`src/rtl/agu_pkg.sv`:
```
package agu_pkg;

  typedef enum logic [2:0] {
    M_FETCH = 3'd0,
    M_JABS  = 3'd1,
    M_JREL  = 3'd2,
    M_DABS  = 3'd3,
    M_DREL  = 3'd4,
    M_PUSH  = 3'd5,
    M_POP   = 3'd6,
    M_INDEX = 3'd7
  } agu_mode_e;

  typedef enum logic [1:0] {
    BASE_PC = 2'd0,
    BASE_SP = 2'd1,
    BASE_IX = 2'd2
  } base_sel_e;

  typedef enum logic [1:0] {
    STEP_OFS = 2'd0,
    STEP_INC = 2'd1,
    STEP_DEC = 2'd2
  } step_sel_e;

  typedef enum logic [1:0] {
    AR_SUM = 2'd0,
    AR_TMP = 2'd1,
    AR_PC  = 2'd2,
    AR_SP  = 2'd3
  } ar_src_e;

  typedef enum logic [1:0] {
    PC_KEEP = 2'd0,
    PC_SUM  = 2'd1,
    PC_TMP  = 2'd2
  } pc_src_e;

  typedef struct packed {
    base_sel_e base;
    step_sel_e step;
    ar_src_e   ar_src;
    pc_src_e   pc_src;
    logic      sp_wr;
  } agu_ctl_t;

  // One row per mode: which pointer feeds the adder, what is added, where results go.
  function automatic agu_ctl_t decode_mode(agu_mode_e m);
    agu_ctl_t c;
    c.base   = BASE_PC;
    c.step   = STEP_OFS;
    c.ar_src = AR_SUM;
    c.pc_src = PC_KEEP;
    c.sp_wr  = 1'b0;
    case (m)
      M_FETCH: begin c.step = STEP_INC; c.ar_src = AR_PC; c.pc_src = PC_SUM; end
      M_JABS:  begin c.ar_src = AR_TMP; c.pc_src = PC_TMP; end
      M_JREL:  begin c.pc_src = PC_SUM; end
      M_DABS:  begin c.ar_src = AR_TMP; end
      M_DREL:  begin c.ar_src = AR_SUM; end
      M_PUSH:  begin c.base = BASE_SP; c.step = STEP_DEC; c.sp_wr = 1'b1; end
      M_POP:   begin c.base = BASE_SP; c.step = STEP_INC; c.ar_src = AR_SP; c.sp_wr = 1'b1; end
      M_INDEX: begin c.base = BASE_IX; end
      default: begin end
    endcase
    return c;
  endfunction

endpackage

```
`src/rtl/agu_addr_temp.sv`:
```
module agu_addr_temp #(
  parameter int AW = 16,
  parameter int DW = 8,
  localparam int NB = AW / DW
) (
  input  logic          clk,
  input  logic          rst_n,
  input  logic [NB-1:0] lane_ld,
  input  logic [DW-1:0] din,
  output logic [AW-1:0] tmp
);

  // One register per byte lane; lane 0 is the least significant byte.
  for (genvar g = 0; g < NB; g++) begin : g_lane
    logic [DW-1:0] lane_q;
    always_ff @(posedge clk) begin
      if (!rst_n)          lane_q <= '0;
      else if (lane_ld[g]) lane_q <= din;
    end
    assign tmp[g*DW +: DW] = lane_q;
  end

endmodule

```
`src/rtl/agu_sum_path.sv`:
```
module agu_sum_path
  import agu_pkg::*;
#(
  parameter int AW = 16,
  parameter int DW = 8
) (
  input  base_sel_e     base_sel,
  input  step_sel_e     step_sel,
  input  logic [AW-1:0] pc,
  input  logic [AW-1:0] sp,
  input  logic [AW-1:0] ix,
  input  logic [DW-1:0] ofs,
  output logic [AW-1:0] base_w,
  output logic [AW-1:0] step_w,
  output logic [AW-1:0] sum
);

  function automatic logic [AW-1:0] sext_ofs(logic [DW-1:0] b);
    return {{(AW-DW){b[DW-1]}}, b};
  endfunction

  function automatic logic [AW-1:0] wrap_add(logic [AW-1:0] a, logic [AW-1:0] b);
    logic [AW:0] full;
    full = {1'b0, a} + {1'b0, b};
    return full[AW-1:0];
  endfunction

  always_comb begin
    case (base_sel)
      BASE_SP: base_w = sp;
      BASE_IX: base_w = ix;
      default: base_w = pc;
    endcase
  end

  always_comb begin
    case (step_sel)
      STEP_INC: step_w = {{(AW-1){1'b0}}, 1'b1};
      STEP_DEC: step_w = '1;
      default:  step_w = sext_ofs(ofs);
    endcase
  end

  assign sum = wrap_add(base_w, step_w);

endmodule

```
`src/rtl/agu_ptr_file.sv`:
```
module agu_ptr_file
  import agu_pkg::*;
#(
  parameter int          AW     = 16,
  parameter logic [15:0] PC_RST = 16'h0100,
  parameter logic [15:0] SP_RST = 16'hFFFF
) (
  input  logic          clk,
  input  logic          rst_n,
  input  logic          go,
  input  agu_ctl_t      ctl,
  input  logic [AW-1:0] sum,
  input  logic [AW-1:0] tmp,
  input  logic          ix_load,
  output logic [AW-1:0] ar_q,
  output logic [AW-1:0] pc_q,
  output logic [AW-1:0] sp_q,
  output logic [AW-1:0] ix_q
);

  logic [AW-1:0] ar_nxt;
  logic [AW-1:0] pc_nxt;

  always_comb begin
    case (ctl.ar_src)
      AR_TMP:  ar_nxt = tmp;
      AR_PC:   ar_nxt = pc_q;
      AR_SP:   ar_nxt = sp_q;
      default: ar_nxt = sum;
    endcase
  end

  always_comb begin
    case (ctl.pc_src)
      PC_SUM:  pc_nxt = sum;
      PC_TMP:  pc_nxt = tmp;
      default: pc_nxt = pc_q;
    endcase
  end

  always_ff @(posedge clk) begin
    if (!rst_n) begin
      ar_q <= '0;
      pc_q <= AW'(PC_RST);
      sp_q <= AW'(SP_RST);
    end else if (go) begin
      ar_q <= ar_nxt;
      pc_q <= pc_nxt;
      if (ctl.sp_wr) sp_q <= sum;
    end
  end

  always_ff @(posedge clk) begin
    if (!rst_n)       ix_q <= '0;
    else if (ix_load) ix_q <= tmp;
  end

endmodule

```
`src/rtl/addr_gen_unit.sv`:
```
module addr_gen_unit
  import agu_pkg::*;
#(
  parameter int          AW     = 16,
  parameter int          DW     = 8,
  parameter logic [15:0] PC_RST = 16'h0100,
  parameter logic [15:0] SP_RST = 16'hFFFF,
  localparam int         NB     = AW / DW
) (
  input  logic          clk,
  input  logic          rst_n,
  input  logic          go,
  input  logic [2:0]    mode,
  input  logic [DW-1:0] bus_in,
  input  logic [NB-1:0] byte_ld,
  input  logic          ix_load,
  output logic [AW-1:0] addr_q,
  output logic [AW-1:0] pc_q,
  output logic [AW-1:0] sp_q,
  output logic [AW-1:0] ix_q
);

  agu_ctl_t      ctl_w;
  logic [AW-1:0] tmp_w;
  logic [AW-1:0] base_w;
  logic [AW-1:0] step_w;
  logic [AW-1:0] sum_w;

  assign ctl_w = decode_mode(agu_mode_e'(mode));

  agu_addr_temp #(.AW(AW), .DW(DW)) i_temp (
    .clk     (clk),
    .rst_n   (rst_n),
    .lane_ld (byte_ld),
    .din     (bus_in),
    .tmp     (tmp_w)
  );

  agu_sum_path #(.AW(AW), .DW(DW)) i_sum (
    .base_sel (ctl_w.base),
    .step_sel (ctl_w.step),
    .pc       (pc_q),
    .sp       (sp_q),
    .ix       (ix_q),
    .ofs      (bus_in),
    .base_w   (base_w),
    .step_w   (step_w),
    .sum      (sum_w)
  );

  agu_ptr_file #(.AW(AW), .PC_RST(PC_RST), .SP_RST(SP_RST)) i_ptr (
    .clk     (clk),
    .rst_n   (rst_n),
    .go      (go),
    .ctl     (ctl_w),
    .sum     (sum_w),
    .tmp     (tmp_w),
    .ix_load (ix_load),
    .ar_q    (addr_q),
    .pc_q    (pc_q),
    .sp_q    (sp_q),
    .ix_q    (ix_q)
  );

endmodule

```
`config.mk`:
```
export PLATFORM = sky130hd
export DESIGN_NAME = addr_gen_unit
export DESIGN_NICKNAME = d
export VERILOG_FILES = /design/src/rtl/agu_pkg.sv /design/src/rtl/agu_addr_temp.sv /design/src/rtl/agu_sum_path.sv /design/src/rtl/agu_ptr_file.sv /design/src/rtl/addr_gen_unit.sv
export SDC_FILE = /design/constraint.sdc
export NUM_CORES = 1
export LEC_CHECK = 0
export BUFFER_PORTS_ARGS = -buffer_cell sky130_fd_sc_hd__buf_2
export CAP_MARGIN = 20
export CORE_MARGIN = 8
export CORE_UTILIZATION = 35
export DETAILED_ROUTE_END_ITERATION = 8
export PLACE_DENSITY = 0.65
export RECOVER_POWER = 100
export SYNTH_ARGS = -nofsm -noshare
export SYNTH_HDL_FRONTEND = slang
export SYNTH_SLANG_ARGS = --single-unit
```
`constraint.sdc`:
```
create_clock -name clk -period 4.32 [get_ports clk]
set_input_delay 0.864 -clock clk [delete_from_list [all_inputs] [get_ports clk]]
set_output_delay 0.864 -clock clk [all_outputs]
set_load 0.01 [all_outputs]
```
==> summary.txt, run 1 <==
Outcome: finished with violations
Failing checks: max-capacitance violations, max-slew violations
Critical Path Slowest Stage Cell: a311o_2
TNS Setup: 0 ns
Hold Path Class: flop to flop
DRT antenna net count: 0
Worst-path maximum fanout: 5
Share of cells above drive strength 1: 8.91%
Ant diodes: 0
Initial antenna violation count: 0
Cell Pwr Density: 399 nW/um2
Fill cells: 1404
Largest net degree at the start of global routing: 42
RSZ-0062 raised after global routing: false
Worst endpoint data arrival time: 4.09 ns
Critical Path Sink Type: flop
Drt initial violations: 373
Final setup skew: 0.0119 ns
GR Util All Layers: 19.2%
Vias per cell: 5.53
Maximum clock frequency: 253 MHz
Family with the most delay on the worst path: compound AO/OA/AOI/OAI gates
Syn_nets: 616
Hold Slack: 0.441 ns
Max clock buf depth: 2
Ys Warns: 0
Slew @ Worst Pin: 1.71 ns
Final setup fails: 0
CP required: 4.46 ns
Syn Area/Cell: 7.96 um2
Reg clk slew, reported paths: 0.06 ns
FF+latch count, synth: 80
Routed wire length: 16.0 mm
Register area share after synthesis: 34.7%
CTS root buffer: clkbuf_16
WL/cell: 19.4 um
Die span in y: 131 um
Max-slew violations: 42
CP Cell Sequence: buf_2 > xor2_1 > and2_0 > inv_1 > ha_1 > a22oi_1 > o21ai_0 > ha_1 > fa_1 > a21o_1 > a311o_2 > a41oi_4 > o21ai_2 > xnor2_1 > o211ai_1
IO Port Bufs: 80
Leak: 2.26 nW
Maxcap violations: 1
CP peak stage delay: 0.45 ns
Post-synth EDFFs: 0
Area share of the largest cell type after synthesis: 34.7%
CP Buf/Inv Count: 2
Vias: 4570
IO Pins: 81
Most numerous cell on the critical path: ha_1
Post-CTS setup buffers: 0
Number of global-route vias before repair: 4427
Async S/R FF share, synth: 0%
Post-CTS sizing: 0
IR drop worst, VDD: 0.194 mV
Top_reg_cell synth: dfxtp_1
Full die area: 17100 um2
Core Area: 13000 um2
# DRC: 0
Area of the mapped netlist: 4610 um2
CTS tree: yes
Die width: 131 um
Cell Rows: 42
Hold bufs inserted after CTS: 0
Fin crit period: 3.95 ns
Area grow syn2layout: 17.0%
Most frequent cells after synthesis: nand2_1 (94), dfxtp_1 (80), nor2_1 (55), a21oi_1 (43), o21ai_0 (40)
Clock sink total: 80
Synth area leaders: dfxtp_1 (35%), nand2_1 (7.7%), mux2i_1 (7.4%)
Htree depth: 3
RD Place Congestion: 0.961
TritonRoute pass-1 iters: 5
Setup CP Type: input port to flop
Fin. Hold Viols: 0
First-pass GRT wire length: 24.6 mm
Post-DP HPWL: 12.2 mm
Cell with the most instances after synthesis: nand2_1
Part of the cycle the worst path needs: 91.4%
Syn Inst Count: 579
Max transition margin: -13.8%
CTS Buf Count: 9
Grt total ovfl: 0
Library cells used by synthesis: 56
Initial core utilization: 35.4%
CP Launch Type: input port
Clk Latency, worst-skew pair: 0.36 ns
Layout Nets: 683
Largest area contributor in the netlist: dfxtp_1
[area by class of cell]
type                       count  area (um2)  share of cell area, %
timing repair buffer          98         444                   8.23
inverter                      10        37.5                  0.696
clock inverter                 4        28.8                  0.534
multi-input combinational    447        2810                   52.0
sequential                    80        1600                   29.7
clock buffer                  12         256                   4.76
tap                          176         220                   4.08
[through the flow]
stage | cell area, um2 | utilization [%] | std cells | power (mW) | setup WS [ns]
final | 5390 | 41.4 | 827 | 2.15 | 0.370
after global routing | 5390 | 41.4 | 827 | 2.25 | 0.152
after CTS | 5490 | 42.1 | 827 | 2.18 | 0.496
after detailed placement | 5200 | 39.9 | 811 | 1.44 | 0.140
after global placement | 5200 | 39.9 | 811 | 1.43 | 0.183
after floorplan | 4610 | - | 579 | 1.23 | 0.0128
[state kept, by name (all words and copies together) (netlist names)]
| name | count |
|---|---|
| i_ptr.sp_q | 16 |
| i_ptr.ix_q | 16 |
| i_ptr.ar_q | 16 |
| i_ptr.pc_q | 16 |
| i_temp.g_lane.lane_q | 16 |
[logic make-up after synthesis]
kind of cell               count (synthesis)  synth area share, %
and+or+nand+nor                          207                 19.8
AOI/OAI and AO/OA                        168                 24.6
DFF                                       80                 34.7
buffers and inverters                     52                 4.40
muxes                                     34                 7.38
adders and majority gates                 20                 5.59
xor gates and xnor gates                  18                 3.42
[cells in the final DEF, fill, tap and decap left out, types with 5 or more instances in the layout]
master and count:
nand2_1 94, dfxtp_1 80, clkbuf_1 68, nor2_1 55
a21oi_1 43, o21ai_0 41, mux2i_1 34, ha_1 19
nand3_1 17, o211ai_1 17, a22oi_1 16, xnor2_1 15
buf_2 15, buf_4 15, a21o_1 10, inv_1 9
clkbuf_16 9, nand2b_1 7, nor3b_1 7, nor2b_1 6
nor3_1 6, a211oi_1 5
[layer usage]
metal  vias to the layer above  track usage [%]  part of all wire, %
li1                       2190                -                    -
met1                      2162             23.1                   43
met2                       182             31.9                   47
met3                        36             4.42                  6.6
met4                         0             8.91                  3.6
met5                         -                0                    0
[power breakdown]
| part | switching [mW] | total [mW] | leakage [nW] | internal (mW) |
|---|---|---|---|---|
| combinational | 0.355 | 0.565 | 1.47 | 0.210 |
| clock | 0.314 | 0.734 | 0.135 | 0.420 |
| sequential | 0.0608 | 0.850 | 0.657 | 0.790 |
| total | 0.730 | 2.15 | 2.26 | 1.42 |
[worst reg2reg max path: cells and delay by family (launching register included)]
kind | cells | cell delay [ns]
AOI/OAI and AO/OA | 7 | 1.42
xor gates and xnor gates | 1 | 0.28
adders and majority gates | 2 | 0.65
DFF | 1 | 0.35
[final timing paths]
check / startpoint / end / slack, ns / cells after the start
worst max-delay path: mode[1] / i_ptr.sp_q[14]$_SDFFE_PN1P_ / 0.37 / 15
worst min-delay path: i_ptr.ar_q[9]$_SDFFE_PN0P_ / i_ptr.ar_q[9]$_SDFFE_PN0P_ / 0.44 / 2
worst max register to register: i_ptr.sp_q[0]$_SDFFE_PN1P_ / i_ptr.sp_q[14]$_SDFFE_PN1P_ / 1.41 / 10
worst min register to register: i_ptr.ar_q[9]$_SDFFE_PN0P_ / i_ptr.ar_q[9]$_SDFFE_PN0P_ / 0.44 / 2
No activity file was read; power rests on OpenSTA's default activity.
==> run 2, diff against run 1 <==
MAX_ROUTING_LAYER = met4   (was unset)
==> run 2 against run 1 <==
Largest cell class unchanged. Maximum frequency down 0.97%. Combinational power about the same. Sequential power about the same. The run still ends with max-capacitance violations, max-slew violations left. Global-route usage grew 0.60 points. Largest power group unchanged.
==> summary.txt, run 2 (synthesis results as in run 1) <==
First-pass GRT wire length: 24.7 mm (+0.17%)
Commonest non-fill, non-tap cells in the layout: nand2_1 (94), dfxtp_1 (80), clkbuf_1 (67), nor2_1 (55)
Initial antenna violation count: 0 (unchanged)
Hold bufs inserted after CTS: 0 (unchanged)
Slew @ Worst Pin: 1.80 ns (+0.0965 ns)
Fill cells: 1397 (-0.50%)
Commonest non-fill, non-tap cell in the layout: nand2_1
Worst endpoint data arrival time: 4.14 ns (+0.05 ns)
Worst-path maximum fanout: 4 (-1)
Fin. Hold Viols: 0 (unchanged)
Cell Pwr Density: 406 nW/um2 (+2.0%)
Routed wire length: 16.3 mm (+1.6%)
Number of global-route vias before repair: 4410 (-0.38%)
Max-slew violations: 42 (unchanged)
CTS root buffer: clkbuf_16
Die span in y: 131 um (unchanged)
CP required: 4.47 ns (about the same)
DRT antenna net count: 0 (unchanged)
Grt total ovfl: 0 (unchanged)
RD Place Congestion: 0.991 (+3.1%)
Family with the most delay on the worst path: compound AO/OA/AOI/OAI gates
Maximum clock frequency: 251 MHz (-0.97%)
Htree depth: 3 (unchanged)
Critical Path Slowest Stage Cell: a311o_2
Drt initial violations: 379 (+1.6%)
CP Buf/Inv Count: 2 (unchanged)
Part of the cycle the worst path needs: 92.3% (+0.90 points)
Cell Rows: 42 (unchanged)
Share of cells above drive strength 1: 8.33% (-0.58 points)
RSZ-0062 raised after global routing: false
GR Util All Layers: 19.8% (+0.60 points)
Core Area: 13000 um2 (unchanged)
IO Pins: 81 (unchanged)
CTS Buf Count: 9 (unchanged)
Critical Path Sink Type: flop
Reg clk slew, reported paths: 0.06 ns (about the same)
Final setup fails: 0 (unchanged)
Max transition margin: -20.3% (-6.4 points)
Hold Slack: 0.444 ns (+0.00247 ns)
Vias: 4608 (+0.83%)
Largest net degree at the start of global routing: 42 (unchanged)
Post-DP HPWL: 12.3 mm (+0.32%)
# DRC: 0 (unchanged)
CP Launch Type: input port
Final setup skew: 0.0109 ns (-0.00104 ns)
CP Cell Sequence: buf_2 > xor2_1 > and2_0 > inv_1 > ha_1 > a22oi_1 > o21ai_0 > ha_1 > fa_1 > a21o_1 > a311o_2 > a41oi_4 > o21ai_0 > xnor2_1 > o211ai_1
Max clock buf depth: 2 (unchanged)
Outcome: finished with violations
CP peak stage delay: 0.43 ns (-0.02 ns)
IO Port Bufs: 80 (unchanged)
Maxcap violations: 1 (unchanged)
TNS Setup: 0 ns (unchanged)
CTS tree: yes
Ant diodes: 0 (unchanged)
Leak: 2.26 nW (about the same)
Initial core utilization: 35.4% (unchanged)
Failing checks: max-capacitance violations, max-slew violations
Layout Nets: 682 (-0.15%)
Post-CTS sizing: 0 (unchanged)
TritonRoute pass-1 iters: 5 (unchanged)
Setup CP Type: input port to flop
Clock sink total: 80 (unchanged)
Fin crit period: 3.99 ns (+0.0388 ns)
Area grow syn2layout: 16.7%
WL/cell: 19.7 um (+2.0%)
Die width: 131 um (unchanged)
Clk Latency, worst-skew pair: 0.35 ns (about the same)
Full die area: 17100 um2 (unchanged)
Post-CTS setup buffers: 0 (unchanged)
Hold Path Class: flop to flop
Vias per cell: 5.59 (+1.2%)
IR drop worst, VDD: 0.173 mV (-11%)
-- run 2: cell types whose count changed in the layout (fill, tap and decap cells not counted), sizes merged --
cell,change
buf,-1
clkinv,-1
bufinv,+1
clkinvlp,-1
clkbuf,-1
-- run 2: tightest hold or removal path, cell delays in order, from the launching register on --
cell	delay [ns]
dfxtp_1	0.31
nand2_1	0.05
nand2_1	0.04
-- run 2: final timing paths --
kind	to	cells past startpoint	startpoint	slack, ns
setup / recovery	i_ptr.sp_q[14]$_SDFFE_PN1P_	15	mode[1]	0.33
hold reg to reg	i_ptr.ar_q[9]$_SDFFE_PN0P_	2	i_ptr.ar_q[9]$_SDFFE_PN0P_	0.44
setup reg to reg	i_ptr.sp_q[14]$_SDFFE_PN1P_	10	i_ptr.ix_q[0]$_SDFFE_PN0P_	1.35
hold / removal	i_ptr.ar_q[9]$_SDFFE_PN0P_	2	i_ptr.ar_q[9]$_SDFFE_PN0P_	0.44
-- run 2: routing by layer --
layer / share of wire (%) / track usage, %
met1: 43 / 23.0
met2: 47 / 32.2
met3: 6.8 / 3.73
met4: 3.5 / 10.1
met5: 0 / -
-- run 2: final cells by class --
| cell class | instances | area [um2] | share of cell area (%) |
|---|---|---|---|
| inverters | 10 | 37.5 | 0.698 |
| flip-flops and latches | 80 | 1600 | 29.8 |
| well taps | 176 | 220 | 4.09 |
| clock buffers | 11 | 253 | 4.70 |
| clock inverters | 3 | 42.5 | 0.791 |
| multi-input cells | 447 | 2790 | 51.8 |
| repair buffers | 97 | 437 | 8.12 |
-- run 2: stage by stage --
step | instance area [um2] | std cells | util, % | total power [mW] | setup WS [ns]
after floorplan | 4610 | 579 | - | 1.23 | 0.0128
after global placement | 5190 | 810 | 39.8 | 1.43 | 0.204
after detailed placement | 5190 | 810 | 39.8 | 1.44 | 0.0799
after CTS | 5490 | 824 | 42.1 | 2.22 | 0.474
after global routing | 5380 | 824 | 41.3 | 2.29 | 0.165
final | 5380 | 824 | 41.3 | 2.19 | 0.331
-- run 2: power breakdown --
| part | internal [mW] | switching (mW) | total [mW] |
|---|---|---|---|
| combinational | 0.209 | 0.355 | 0.564 |
| clock | 0.471 | 0.299 | 0.770 |
| sequential | 0.790 | 0.0613 | 0.851 |
| total | 1.47 | 0.716 | 2.19 |
==> run 3, diff against run 2 <==
PLACE_DENSITY = 0.63   (was 0.65)
clock period = 4.8 ns   (was 4.32 ns; I/O delays follow)
==> run 3 against run 2 <==
The run still ends with max-capacitance violations, max-slew violations left. Sequential power down 10%. Cell count down 0.61%. First-iteration DRC count up 3.2%. Combinational power down 13%. Core utilization down 0.25 points. Via count down 2.7%. Setup slack better by 0.19 ns. Clock-buffer cell count up 1. Die area unchanged.
==> summary.txt, run 3 (synthesis results as in run 1) <==
RSZ-0062 raised after global routing: false
Clock sink total: 80 (unchanged)
Final setup fails: 0 (unchanged)
Setup CP Type: input port to flop
Slew @ Worst Pin: 1.92 ns (+0.113 ns)
Fin crit period: 4.28 ns
Hold Path Class: flop to flop
Vias per cell: 5.47 (-2.1%)
Cell Rows: 42 (unchanged)
First-pass GRT wire length: 24.6 mm (-0.19%)
Hold_sp: i_ptr.ar_q[9]$_SDFFE_PN0P_
Area after DPL: 5140 um2 (-1.0%)
Number of global-route vias before repair: 4369 (-0.93%)
Logic pwr share: 24.8% (-1.0 points)
Die width: 131 um (unchanged)
Area grow syn2layout: 16.0%
RD Place Congestion: 0.890 (-10%)
Failing checks: max-capacitance violations, max-slew violations
Switching power: 652 uW (-8.9%)
IR drop worst, VDD: 0.233 mV (+35%)
Final instance area: 5350 um2 (-0.60%)
Fin. Hold Viols: 0 (unchanged)
Post-CTS setup buffers: 0 (unchanged)
Ant diodes: 0 (unchanged)
Routed wire length: 16.1 mm (-1.0%)
R2R Setup Slk: 1.85 ns (+0.50 ns)
Share of cells above drive strength 1: 7.31% (-1.0 points)
Largest net degree at the start of global routing: 42 (unchanged)
Outcome: finished with violations
Switching part of the total power: 32.9% (+0.099 points)
Initial core utilization: 35.4% (unchanged)
CP peak stage delay: 0.52 ns (+0.09 ns)
Max-slew violations: 84 (+100%)
Clock Power Share: 36.7% (+1.5 points)
Power Internal: 1.33 mW (-9.3%)
Reg2Reg Launch Point: i_ptr.sp_q[0]$_SDFFE_PN1P_
Clk Latency, worst-skew pair: 0.35 ns (about the same)
IO Port Bufs: 80 (unchanged)
Post-DP HPWL: 12.2 mm (-0.41%)
Hold depth: 2 (unchanged)
Commonest non-fill, non-tap cells in the layout: nand2_1 (94), dfxtp_1 (80), clkbuf_1 (68), nor2_1 (55)
TNS Setup: 0 ns (unchanged)
Core Area: 13000 um2 (unchanged)
Drt initial violations: 391 (+3.2%)
Max clock buf depth: 2 (unchanged)
Reg clk slew, reported paths: 0.06 ns (about the same)
CP Launch Type: input port
Maximum clock frequency: 234 MHz
Layout Nets: 675 (-1.0%)
Vias: 4483 (-2.7%)
Cell Pwr Density: 371 nW/um2 (-8.6%)
WL/cell: 19.7 um (-0.40%)
R2R depth: 10 (unchanged)
Critical Path Slowest Stage Cell: ha_1
Worst endpoint data arrival time: 4.42 ns (+0.28 ns)
IO Pins: 81 (unchanged)
Post-CTS sizing: 0 (unchanged)
Part of the power in registers: 38.6% (-0.3 points)
CTS Buf Count: 9 (unchanged)
Max transition margin: -27.8% (-7.5 points)
GR Util All Layers: 19.7% (-0.15 points)
Hold worst-path end: i_ptr.ar_q[9]$_SDFFE_PN0P_
Htree depth: 3 (unchanged)
Leak: 2.23 nW (-1.2%)
Hold bufs inserted after CTS: 0 (unchanged)
Critical Path Sink Type: flop
CTS tree: yes
TritonRoute pass-1 iters: 4 (-1)
CTS root buffer: clkbuf_16
Maxcap violations: 2 (+1)
Final setup skew: 0.00791 ns (-0.00296 ns)
Full die area: 17100 um2 (unchanged)
DRT antenna net count: 0 (unchanged)
Worst-path maximum fanout: 22 (+18)
Worst reg2reg path endpoint: i_ptr.sp_q[14]$_SDFFE_PN1P_
CP required: 4.94 ns (+0.47 ns)
Die span in y: 131 um (unchanged)
Grt total ovfl: 0 (unchanged)
Part of the cycle the worst path needs: 89.2%
CP Cell Sequence: buf_2 > xnor2_1 > nand2b_1 > ha_1 > nand2b_1 > nand2_1 > ha_1 > and2_0 > a221o_1 > a41oi_4 > o21ai_0 > xnor2_1 > o211ai_1
Initial antenna violation count: 0 (unchanged)
Commonest non-fill, non-tap cell in the layout: nand2_1
# DRC: 0 (unchanged)
[run 3: cell types whose count changed in the layout (fill, tap and decap cells not counted)]
cell      change
and2_0        +1
and2_2        -1
buf_4         -7
clkbuf_1      +1
clkbuf_2      -1
clkbuf_8      +1
clkinv_4      +1
[run 3: worst max-delay path, delay by kind of cell]
kind	cells	cell delay [ns]
xor+xnor	2	0.44
compound gates	4	0.86
buf+inv	1	0.35
fa+ha+maj	2	0.94
simple gates	4	0.85
[run 3: layout make-up]
type,count,area [um2]
Fill cell,1420,7690
Sequential cell,80,1600
Timing Repair Buffer,90,383
Multi-Input combinational cell,447,2790
Clock buffer,12,267
Tap cell,176,220
Inverter,10,37.5
Clock inverter,4,51.3
[run 3: stage by stage]
stage	std cells	hold slack (ns)	total power [mW]	util, %	setup slack (ns)
final	819	0.452	1.98	41.0	0.518
after global routing	819	0.496	2.08	41.0	0.235
after CTS	819	0.454	2.02	41.9	0.620
after detailed placement	803	0.438	1.28	39.4	0.270
after global placement	803	0.433	1.28	39.4	0.364
after floorplan	579	0.463	1.11	-	0.280
[run 3: worst max-delay path by stage]
stage            start                     endpoint  slack [ns]
4_1_cts        mode[2]  i_ptr.sp_q[12]$_SDFFE_PN1P_        0.62
3_5_place_dp   mode[2]  i_ptr.sp_q[12]$_SDFFE_PN1P_        0.27
5_1_grt        mode[2]  i_ptr.sp_q[14]$_SDFFE_PN1P_        0.23
2_1_floorplan  mode[0]  i_ptr.pc_q[10]$_SDFFE_PN0P_        0.28
3_3_place_gp   mode[2]  i_ptr.pc_q[12]$_SDFFE_PN0P_        0.36
6_report       mode[2]  i_ptr.sp_q[14]$_SDFFE_PN1P_        0.52
[run 3: routing by layer]
layer / vias up / wire [um] / global-route usage, %
met4: 0 / 497 / 7.43
met2: 162 / 7670 / 31.5
met1: 2100 / 6900 / 23.4
met3: 36 / 1040 / 4.87
met5: - / 0 / -
li1: 2185 / - / -
[run 3: power by group through the flow]
stage	clock, mW	combinational (mW)	sequential (mW)
final	0.728	0.492	0.765
after floorplan	0	0.336	0.774
after global placement	0	0.501	0.777
after global routing	0.775	0.538	0.770
after detailed placement	0	0.504	0.778
after CTS	0.749	0.507	0.763
